$ cat config.mk
export PLATFORM = sky130hd
export DESIGN_NAME = ovl_guard
export DESIGN_NICKNAME = d
export VERILOG_FILES = /design/src/rtl/ovl_guard_pkg.sv /design/src/rtl/ovl_sync2.sv /design/src/rtl/therm_latch.sv /design/src/rtl/win_timer.sv /design/src/rtl/retry_fsm.sv /design/src/rtl/ovl_guard.sv
export SDC_FILE = /design/constraint.sdc
export NUM_CORES = 1
export LEC_CHECK = 0
export CAP_MARGIN = 20
export CORE_MARGIN = 10
export CORE_UTILIZATION = 29
export CTS_BUF_LIST = sky130_fd_sc_hd__clkbuf_4 sky130_fd_sc_hd__clkbuf_8
export DETAILED_ROUTE_END_ITERATION = 6
export PLACE_DENSITY = 0.52
export SYNTH_ARGS = -nofsm -noshare
export SYNTH_HDL_FRONTEND = slang
export SYNTH_SLANG_ARGS = --single-unit
$ cat constraint.sdc
create_clock -name clk -period 4.2 [get_ports clk]
set_input_delay 0.63 -clock clk [delete_from_list [all_inputs] [get_ports clk]]
set_output_delay 0.63 -clock clk [all_outputs]
set_load 0.01 [all_outputs]
$ cat src/rtl/ovl_guard_pkg.sv
// Shared types for the overload protection timer.
package ovl_guard_pkg;
    // Protection sequencer states; RUN is normal operation.
    typedef enum logic [1:0] {
        ST_RUN     = 2'd0,
        ST_COOLOFF = 2'd1,
        ST_RETRY   = 2'd2
    } guard_state_t;
endpackage

$ cat src/rtl/ovl_sync2.sv
// Two-flop synchroniser for the asynchronous overcurrent comparator.
// Assumes the input is a level that is held for more than two clocks.
module ovl_sync2 (
    input  logic clk,
    input  logic rst_n,
    input  logic d,
    output logic q
);
    logic meta;

    // Two stages in series; both clear on reset.
    always_ff @(posedge clk) begin
        if (!rst_n) begin
            meta <= 1'b0;
            q    <= 1'b0;
        end else begin
            meta <= d;
            q    <= meta;
        end
    end
endmodule

$ cat src/rtl/therm_latch.sv
// Over-temperature flag with hysteresis. It sets when the upper comparator
// fires and clears only once the lower comparator reports cooling.
// Assumes both comparator inputs are already synchronous to clk.
module therm_latch (
    input  logic clk,
    input  logic rst_n,
    input  logic hot_i,
    input  logic cool_i,
    output logic flag
);
    // Set has priority over clear.
    always_ff @(posedge clk) begin
        if (!rst_n)      flag <= 1'b0;
        else if (hot_i)  flag <= 1'b1;
        else if (cool_i) flag <= 1'b0;
    end
endmodule

$ cat src/rtl/win_timer.sv
// Prescaled window timer. A start pulse clears it. done is high in the
// last cycle of a window of limit*PRESCALE cycles. The limit may change
// between windows but must stay fixed within one.
module win_timer #(
    parameter int PRESCALE = 1000,
    parameter int TICK_W   = 10
) (
    input  logic              clk,
    input  logic              rst_n,
    input  logic              start,
    input  logic [TICK_W-1:0] limit,
    output logic              done
);
    localparam int PRE_W = $clog2(PRESCALE > 1 ? PRESCALE : 2);
    localparam logic [PRE_W-1:0] PRE_LAST = PRE_W'(PRESCALE - 1);

    logic [PRE_W-1:0]  pre_cnt;
    logic [TICK_W-1:0] tick_cnt;

    // Prescaler followed by a tick counter; start restarts both.
    always_ff @(posedge clk) begin
        if (!rst_n || start) begin
            pre_cnt  <= '0;
            tick_cnt <= '0;
        end else if (pre_cnt == PRE_LAST) begin
            pre_cnt  <= '0;
            tick_cnt <= tick_cnt + TICK_W'(1);
        end else begin
            pre_cnt  <= pre_cnt + PRE_W'(1);
        end
    end

    // Last cycle of the last tick.
    always_comb done = (pre_cnt == PRE_LAST) && (tick_cnt == limit - TICK_W'(1));
endmodule

$ cat src/rtl/retry_fsm.sv
// Dynamic overload sequencer: RUN -> COOLOFF -> RETRY -> (COOLOFF | RUN).
// Whenever it is not armed (disabled, hot, or static mode) it returns
// to RUN on the next edge. Each window entry pulses win_start.
module retry_fsm
    import ovl_guard_pkg::*;
(
    input  logic         clk,
    input  logic         rst_n,
    input  logic         armed,
    input  logic         ovl_s,
    input  logic         win_done,
    output guard_state_t state,
    output logic         win_start
);
    guard_state_t nxt;
    logic         seen;

    // Next-state and window-start decode.
    always_comb begin
        nxt       = state;
        win_start = 1'b0;
        if (!armed) begin
            nxt = ST_RUN;
        end else begin
            case (state)
                ST_RUN: if (ovl_s) begin
                    nxt       = ST_COOLOFF;
                    win_start = 1'b1;
                end
                ST_COOLOFF: if (win_done) begin
                    nxt       = ST_RETRY;
                    win_start = 1'b1;
                end
                ST_RETRY: if (win_done) begin
                    if (seen || ovl_s) begin
                        nxt       = ST_COOLOFF;
                        win_start = 1'b1;
                    end else begin
                        nxt = ST_RUN;
                    end
                end
                default: nxt = ST_RUN;
            endcase
        end
    end

    // State register.
    always_ff @(posedge clk) begin
        if (!rst_n) state <= ST_RUN;
        else        state <= nxt;
    end

    // Sticky record of a fault observed during the retry window.
    always_ff @(posedge clk) begin
        if (!rst_n || win_start)  seen <= 1'b0;
        else if (state == ST_RETRY) seen <= seen | ovl_s;
    end
endmodule

$ cat src/rtl/ovl_guard.sv
// Top level of the overload protection timer. It combines the overcurrent
// synchroniser, the thermal latch, the window timer and the retry
// sequencer into the output enables and flags. Assumes OFF_TICKS >= 10 so
// that the retry window is at least one tick long.
module ovl_guard
    import ovl_guard_pkg::*;
#(
    parameter int PRESCALE  = 1000,
    parameter int OFF_TICKS = 900
) (
    input  logic clk,
    input  logic rst_n,
    input  logic en_i,
    input  logic static_sel,
    input  logic ovl_raw,
    input  logic hot_i,
    input  logic cool_i,
    output logic pwr_en,
    output logic bypass_en,
    output logic ovl_flag,
    output logic hot_flag
);
    localparam int ON_TICKS = OFF_TICKS / 10;
    localparam int TICK_W   = $clog2(OFF_TICKS + 1);

    logic              ovl_s;
    logic              armed;
    logic              win_start;
    logic              win_done;
    logic [TICK_W-1:0] tick_limit;
    guard_state_t      state;

    ovl_sync2 u_sync (
        .clk   (clk),
        .rst_n (rst_n),
        .d     (ovl_raw),
        .q     (ovl_s)
    );

    therm_latch u_therm (
        .clk    (clk),
        .rst_n  (rst_n),
        .hot_i  (hot_i),
        .cool_i (cool_i),
        .flag   (hot_flag)
    );

    // The sequencer runs only in dynamic mode with the output requested and cool.
    always_comb armed = en_i && !hot_flag && !static_sel;

    // Window length follows the window being timed.
    always_comb tick_limit = (state == ST_RETRY) ? TICK_W'(ON_TICKS) : TICK_W'(OFF_TICKS);

    win_timer #(
        .PRESCALE (PRESCALE),
        .TICK_W   (TICK_W)
    ) u_timer (
        .clk   (clk),
        .rst_n (rst_n),
        .start (win_start),
        .limit (tick_limit),
        .done  (win_done)
    );

    retry_fsm u_fsm (
        .clk       (clk),
        .rst_n     (rst_n),
        .armed     (armed),
        .ovl_s     (ovl_s),
        .win_done  (win_done),
        .state     (state),
        .win_start (win_start)
    );

    // Output enables: heat opens everything; cool-off blocks only the power stage.
    always_comb begin
        pwr_en    = en_i && !hot_flag && (static_sel || state != ST_COOLOFF);
        bypass_en = !en_i && !hot_flag;
    end

    // Overload flag: tracks the fault in static mode, the cycle in dynamic mode.
    always_comb ovl_flag = static_sel ? ovl_s : (state != ST_RUN);
endmodule

# --- Word level (Yosys, flattened, before mapping) ---
# Cells that the tools add are included.
classes:
  addsub: 3
  n_mul: 0
  div: 0
  order_cmp: 0
  n_eq_ne: 8
  shift: 0
  muxes: 15
  bitwise: 1
  n_reduce_logical: 18
op_table:
  columns: ["operator", "n"]
  rows:
  - ["$add A10 B1 Y10 const B", 2]
  - ["$eq A10 B10 Y1", 1]
  - ["$eq A10 B10 Y1 const B", 1]
  - ["$mux W10", 1]
  - ["$sub A10 B1 Y10 const B", 1]
  - ["$mux W1", 9]
  - ["$mux W2", 3]
  - ["$ne A2 B1 Y1 const B", 3]
  - ["$pmux W2 S3", 1]
  - ["$logic_and A1 B1 Y1", 5]
  - ["$logic_not A1 Y1", 4]
  - ["$reduce_bool A2 Y1", 2]
  - ["$logic_or A1 B1 Y1", 3]
  - ["$pmux W1 S3", 1]
  - ["$reduce_and A3 Y1", 1]
  - ["$eq A2 B1 Y1 const B", 1]
  - ["$eq A2 B2 Y1 const B", 1]
  - ["$logic_not A2 Y1", 1]
  - ["$ne A2 B2 Y1 const B", 1]
  - ["$reduce_and A2 Y1", 1]
  - ["$reduce_or A2 Y1", 1]
  - ["$or A1 B1 Y1", 1]
totals:
  ff_bits: 26
  latchBits: 0
  ram_bits: 0
  rom_bits: 0
  n_memories: 0

# --- Longest topological paths before layout ---
# Gate-level depths: netlist of run 1.
depth:
  depth_word: 10
  ltp_mapped: 7

# --- Modules after synthesis ---
# A second synthesis of run 1 with hierarchy kept.
unflattened:
  hier_cells: 179
  hier_area_um2: 1492.7
modules_own_cells:
  columns: ["mod", "n_inst", "cells_per_inst", "area_each_um2", "seq_area_each_um2"]
  rows:
  - ["win_timer", 1, 142, 1186.1, 400.4]
  - ["retry_fsm", 1, 19, 160.2, 60.1]
  - ["ovl_guard", 1, 11, 52.6, 0.0]
  - ["ovl_sync2", 1, 4, 52.6, 40.0]
  - ["therm_latch", 1, 3, 41.3, 20.0]

# --- Worst setup path before layout of run 1 ---
# OpenSTA, ideal clock, no wires.
synth_timing:
  path_type: "reg2reg"
  startpoint: "register u_timer.pre_cnt[0]"
  endpoint: "register u_timer.tick_cnt[0]"
  arrival_time_ns: 1.824
  required_ns: 4.085
  slack_ns: 2.262
  stages_incl_launch_ff: 8
  path_buffers: 1
  synth_period_minus_slack_ns: 1.938
  path_cell_list: "dfxtp_1 > ha_1 > nand4_2 > or4_4 > a211oi_4 > a31o_2 > buf_6 > nor2_1"
synth_via:
  elab_chain_len: 6
synth_rtl:
  columns: ["item", "line", "rtl"]
  rows:
  - ["start, declared", "win_timer.sv:17", "logic [PRE_W-1:0] pre_cnt;"]
  - ["start signal, assigned", "win_timer.sv:29", "pre_cnt <= pre_cnt + PRE_W'(1);"]
  - ["$eq A10 B10 Y1 *", "win_timer.sv:25, win_timer.sv:34", null]
  - ["$logic_and A1 B1 Y1", "win_timer.sv:34", "always_comb done = (pre_cnt == PRE_LAST) && (tick_cnt == limit - TICK_W'(1));"]
  - ["$mux W1 (on tied branches)", "retry_fsm.sv:34, retry_fsm.sv:30", null]
  - ["$pmux W1 S3", "retry_fsm.sv:25", "case (state)"]
  - ["$mux W1", "retry_fsm.sv:22", "if (!armed) begin"]
  - ["$logic_or A1 B1 Y1", "win_timer.sv:22", "if (!rst_n || start) begin"]
  - ["end signal, assigned", "win_timer.sv:27", "tick_cnt <= tick_cnt + TICK_W'(1);"]
  - ["end, declared", "win_timer.sv:18", "logic [TICK_W-1:0] tick_cnt;"]
# Every way passes the cells marked *; elsewhere a longest branch is shown, timed or not.
# A chain may end at the register's enable or synchronous reset.

# --- Worst setup path after layout of run 1 ---
layout_timing:
  startpoint: "input port static_sel"
  endpoint: "output port pwr_en"
layout_via:
  elab_chain_len: 2
layout_rtl:
  columns: ["item", "line", "rtl"]
  rows:
  - ["start, declared", "ovl_guard.sv:14", "input logic static_sel,"]
  - ["$logic_or A1 B1 Y1", "ovl_guard.sv:77", "pwr_en = en_i && !hot_flag && (static_sel || state != ST_COOLOFF);"]
  - ["$logic_and A1 B1 Y1", "ovl_guard.sv:77", null]
  - ["end, declared", "ovl_guard.sv:18", "output logic pwr_en,"]
# No other way between the ends.

==> results of run 1 <==
## logic make-up (layout without fill, tap and decap cells)
kind of cell | Yosys count | in the layout | share of synthesized area, %
adder cells (fa/ha/maj) | 2 | 2 | 2.09
AND/OR/NAND/NOR | 73 | 73 | 33.2
AO/OA/AOI/OAI | 10 | 10 | 6.47
multiplexers | 1 | 1 | 0.835
buffers and inverters | 3 | 16 | 1.57
flip-flops | 26 | 26 | 43.4
XOR/XNOR | 17 | 17 | 12.4
## sequential cells by signal, indices dropped and copies added (netlist names)
signal / cells
u_sync.meta: 1
u_therm.flag: 1
u_fsm.state: 2
u_timer.tick_cnt: 10
u_fsm.seen: 1
u_timer.pre_cnt: 10
u_sync.q: 1
## per-stage QoR
stage / power (µW) / util (%) / setup WS [ps] / hold slack, ps
after floorplan: 274 / - / 2260 / 412
after global placement: 287 / 33.8 / 1630 / 428
after detailed placement: 288 / 33.8 / 1600 / 418
after CTS: 457 / 35.1 / 1580 / 441
after global routing: 470 / 35.1 / 1480 / 469
final: 446 / 35.1 / 1590 / 439
## report_power, final
group / leakage (µW) / switching [µW] / internal, µW
clock: 0.0000288 / 79.7 / 84.0
combinational: 0.000268 / 12.9 / 14.9
sequential: 0.000211 / 3.71 / 250
total: 0.000508 / 96.3 / 349
## area by class of cell
| class | instances | area (µm²) | share of cell area, % |
|---|---|---|---|
| Multi-Input combinational cell | 103 | 659 | 46.9 |
| Inverter | 2 | 7.51 | 0.534 |
| Sequential cell | 26 | 520 | 37.0 |
| Tap cell | 50 | 62.6 | 4.45 |
| Clock buffer | 4 | 55.1 | 3.92 |
| Timing Repair Buffer | 10 | 100 | 7.12 |
## routing by layer
metal  part of all wire (%)  wire length [µm]  global-route usage, %  up-vias
li1                       -                 -                      -      482
met1                     52              1190                   8.79      402
met2                     42               961                   10.4       12
met3                    3.8                88                   2.03        6
met4                    2.5                58                   4.11        0
met5                      0                 0                      0        -
## layout by cell type (no fill, tap or decap), types with 2 or more instances in the layout
cell / count
nand3_1: 12
inv_1: 2
nor2_1: 24
nand4_1: 3
xor2_1: 14
nor3b_1: 3
a21oi_1: 3
ha_1: 2
nand2b_1: 2
and3_1: 4
nand2_1: 8
xnor2_1: 3
and2_1: 4
clkbuf_8: 4
dfxtp_1: 26
clkdlybuf4s50_1: 10
nor2b_1: 2
## critical path: stages
cell and delay [ps]:
clkdlybuf4s50_1 530, nor2_1 70, nor3b_1 170, clkdlybuf4s50_1 570
## worst min-delay path by stage
stage                            from        to  slack (ps)  cells past startpoint
after CTS                 u_sync.meta  u_sync.q         440                      1
final                     u_sync.meta  u_sync.q         440                      1
after global routing      u_sync.meta  u_sync.q         470                      1
after detailed placement  u_sync.meta  u_sync.q         420                      1
after floorplan           u_sync.meta  u_sync.q         410                      1
after global placement    u_sync.meta  u_sync.q         430                      1
==> results.toml, run 1 <==
[clock_tree]
cts_max_level = 1
cts_resized = 0
root_buffer = "clkbuf_8"
path_clk_slew_ps = 90
cts.sinks = 26
clockBufferDepth = 2
ctsHoldBuffers = 0
cts_setup_buffers = 0
cts_made_buffers = 3
clk_latency_ps = 270
tritoncts = "yes"

[die]
die_w_um = 84.3
coreArea_um2 = 4000
die_y_um = 84.3
placementRows = 23
pin_count = 11
die-area_um2 = 7100
floorplan.initialDensity_pct = 30.0

[setup_path]
rrSetupSlack_ps = 2010
r2r-end = "u_timer.tick_cnt[5]"
startpoint_type = "primary input"
crit_type = "primary input to primary output"
crit_start = "static_sel"
reg2reg_from = "u_timer.pre_cnt[0]"
crit_end = "pwr_en"
reg2regPathDepth = 6
worstPathMaxFanout = 4
end_kind = "primary output"
worst_ep_arrival_time_ps = 1980
required_ps = 3570

[synth]
synthCells = 132
syn_area_um2 = 1200
yosys.area.top_type_share_pct = 43.4
synth.most_common_cell = "dfxtp_1"
synth_seq_cells = 26
yosysWarnings = 0
synth_cell_types = 35
syn-num-nets = 141
synth_ff_type = "dfxtp_1"
yosysSeqAreaShare_pct = 43.4
async_flop_share_pct = 0
synth_common_cells = "dfxtp_1, nor2_1, xor2_1, nand3_1, nand2_1"
avgSynthCellArea_um2 = 9.08
synth-edff-count = 0
yosys.area.top_type = "dfxtp_1"
synth_area_leaders = "dfxtp_1, xor2_1, nor2_1, nand3_1, nand2_1"

[sta]
rsz0062_at_grt = "false"
finalSetupViolCount = 0
post-route-period-util_pct = 62.1
max_slew_margin_pct = 40.1
fmax_ghz = 0.383
fin_crit_ps = 2610
hold_viol_final = 0
setup_tns_ps = 0
worstMarginPinSlew_ps = 891
skew_ps = 2.22
drv_slew = 0

[finish]
fill_cells = 418
drive_above_1_share_pct = 6.90
final_cells = 195
design_area_um2 = 1410
layout.nets = 155
area_growth_syn_to_layout_pct = 17.2
num_antenna_cells = 0

[pwr]
p_leak_uw = 0.000508
p_per_area_nw_per_um2 = 317
vdd_drop_max_mv = 0.135

[routing]
drt-total-wl_um = 2300
wl_per_cell_um = 11.8
vias = 902
drc = 0
antenna_left = 0
vias_per_cell = 4.63
dr.pass1.iters = 4
drt-initial-drc-count = 38

[placed_design]
gp_congestion = 0.805
dp.cells = 191
place_hpwl_um = 1690
placed_cell_area_um2 = 1350
port_buffers = 10

[hold_path]
hold_path.class = "flop to flop"

[global_route]
grt_pass1_wl_um = 4240
grt_use_total_pct = 7.04
grt_pass1_vias = 957
grt_max_degree = 15
grt_overflow_total = 0
antenna_found_initial = 0

[outcome]
status = "complete, no violations"

[flow_run]
maxCapViolations = 0
No activity file was read; power rests on OpenSTA's default activity.
==> run 2, diff against run 1 <==
--- a/config.mk
+++ b/config.mk
@@ -10,7 +10,7 @@
 export CORE_UTILIZATION = 29
 export CTS_BUF_LIST = sky130_fd_sc_hd__clkbuf_4 sky130_fd_sc_hd__clkbuf_8
 export DETAILED_ROUTE_END_ITERATION = 6
-export PLACE_DENSITY = 0.52
+export PLACE_DENSITY = 0.54
 export SYNTH_ARGS = -nofsm -noshare
 export SYNTH_HDL_FRONTEND = slang
 export SYNTH_SLANG_ARGS = --single-unit
==> constraint.sdc (replaced) <==
create_clock -name clk -period 2.37 [get_ports clk]
set_input_delay 0.3555 -clock clk [delete_from_list [all_inputs] [get_ports clk]]
set_output_delay 0.3555 -clock clk [all_outputs]
set_load 0.01 [all_outputs]
==> run 2 against run 1 <==
  * Worst setup slack lost 1300 ps
  * Sequential share of layout area fell by 0.39 points
  * Routed wire length decreased by 1.0%
  * Global-route usage down 0.39 points
  * Critical path depth unchanged
  * Largest power group unchanged
  * Core utilization is 0.38 points higher
  * Critical path type unchanged
  * Combinational power grew 79%
  * Largest cell class unchanged
==> results.toml, run 2 (synthesized netlist as in run 1, its figures left out) <==
[sta]
setup_tns_ps = 0
worstMarginPinSlew_ps = 396
fin_crit_ps = 2040
fmax_ghz = 0.490
hold_viol_final = 0
rsz0062_at_grt = "false"
setup_ws_ps = 329
post-route-period-util_pct = 86.1
holdWs_ps = 449
drv_slew = 0
skew_ps = 6.40
finalSetupViolCount = 0
max_slew_margin_pct = 73.5

[setup_path]
required_ps = 2010
end_kind = "primary output"
cpPeakStageDelay_ps = 570
worst_ep_arrival_time_ps = 1690
cp_slowest_cell = "clkdlybuf4s50_1"
crit_type = "primary input to primary output"
worstPathCellList = "clkdlybuf4s50_1, nor2_1, nor3b_1, clkdlybuf4s50_1"
worstPathMaxFanout = 4
startpoint_type = "primary input"
crit_path_frequent_cell = "clkdlybuf4s50_1"

[global_route]
grt_pass1_vias = 905
grt_use_total_pct = 6.65
antenna_found_initial = 0
grt_pass1_wl_um = 4040
grt_overflow_total = 0
grt_max_degree = 15

[clock_tree]
ctsHoldBuffers = 0
root_buffer = "clkbuf_8"
tritoncts = "yes"
path_clk_slew_ps = 90
cts_made_buffers = 3
cts_setup_buffers = 0
cts_resized = 0
cts.sinks = 26
clockBufferDepth = 2
clk_latency_ps = 270
cts_max_level = 1

[die]
floorplan.initialDensity_pct = 30.0
die_w_um = 84.3
pin_count = 11
die_y_um = 84.3
die-area_um2 = 7100
placementRows = 23
coreArea_um2 = 4000

[pwr]
total_power_uw = 778
vdd_drop_max_mv = 0.235
p_per_area_nw_per_um2 = 548
p_leak_uw = 0.000519

[routing]
drt-total-wl_um = 2270
routed-wl-met2_um = 1110
dr.pass1.iters = 4
highest-signal-layer = "met4"
drt-initial-drc-count = 37
vias = 935
vias_per_cell = 4.75
drt-met1-wl_um = 1060
antenna_left = 0
dr_wl_met3_um = 82
wl_per_cell_um = 11.5
drc = 0

[finish]
top_regs = "u_timer.pre_cnt: 10 flops, u_timer.tick_cnt: 10 flops, u_fsm.state: 2 flops"
final_cell_mix = "dfxtp_1, nor2_1, xor2_1"
layout_commonest_cell = "dfxtp_1"
drive_above_1_share_pct = 8.16
design_area_um2 = 1420
num_antenna_cells = 0
layout.nets = 157
area_growth_syn_to_layout_pct = 18.5

[placed_design]
port_buffers = 10
place_hpwl_um = 1720
placed_cell_area_um2 = 1370
pre_cts_ws_ps = 325
gp_congestion = 0.782

[flow_run]
maxCapViolations = 0

[outcome]
status = "complete, no violations"

[hold_path]
hold_path.class = "flop to flop"
run 2: changes by cell type in the layout (fill, tap and decap cells not counted), sizes merged:
cell	delta
buf	+2
run 2: layer usage:
metal  vias up  track usage (%)
met5         -                0
li1        482                -
met2        10             10.9
met3         2             2.71
met4         0             2.28
met1       441             7.60
run 2: final timing paths:
kind | from | end | slack (ps) | depth (start not counted)
worst max-delay path | static_sel | pwr_en | 330 | 4
worst min-delay path | u_sync.meta | u_sync.q | 450 | 1
worst max register to register | u_timer.pre_cnt[0] | u_timer.tick_cnt[0] | 350 | 6
worst min register to register | u_sync.meta | u_sync.q | 450 | 1
run 2: layout make-up:
| cell class | instances | area, µm² |
|---|---|---|
| clock buffers | 4 | 55.1 |
| flip-flops and latches | 26 | 520 |
| repair buffers | 12 | 115 |
| fillers | 423 | 2580 |
| multi-input cells | 103 | 659 |
| well taps | 50 | 62.6 |
| inverters | 2 | 7.51 |
run 2: worst max-delay path, delay by kind of cell:
kind,cells,cell delay (ps)
buffers and inverters,2,1100
AND/OR/NAND/NOR,2,230
run 2: power breakdown:
| group | switching (µW) | internal (µW) | leakage [µW] | total (µW) |
|---|---|---|---|---|
| clock | 130 | 148 | 0.0000288 | 278 |
| sequential | 6.71 | 444 | 0.000211 | 451 |
| combinational | 22.4 | 27.1 | 0.000279 | 49.5 |
| total | 159 | 619 | 0.000519 | 778 |
run 2: stage by stage:
step	util (%)	cells
after global routing	35.5	197
after detailed placement	34.1	193
after floorplan	-	132
final	35.5	197
after global placement	34.1	193
after CTS	35.5	197
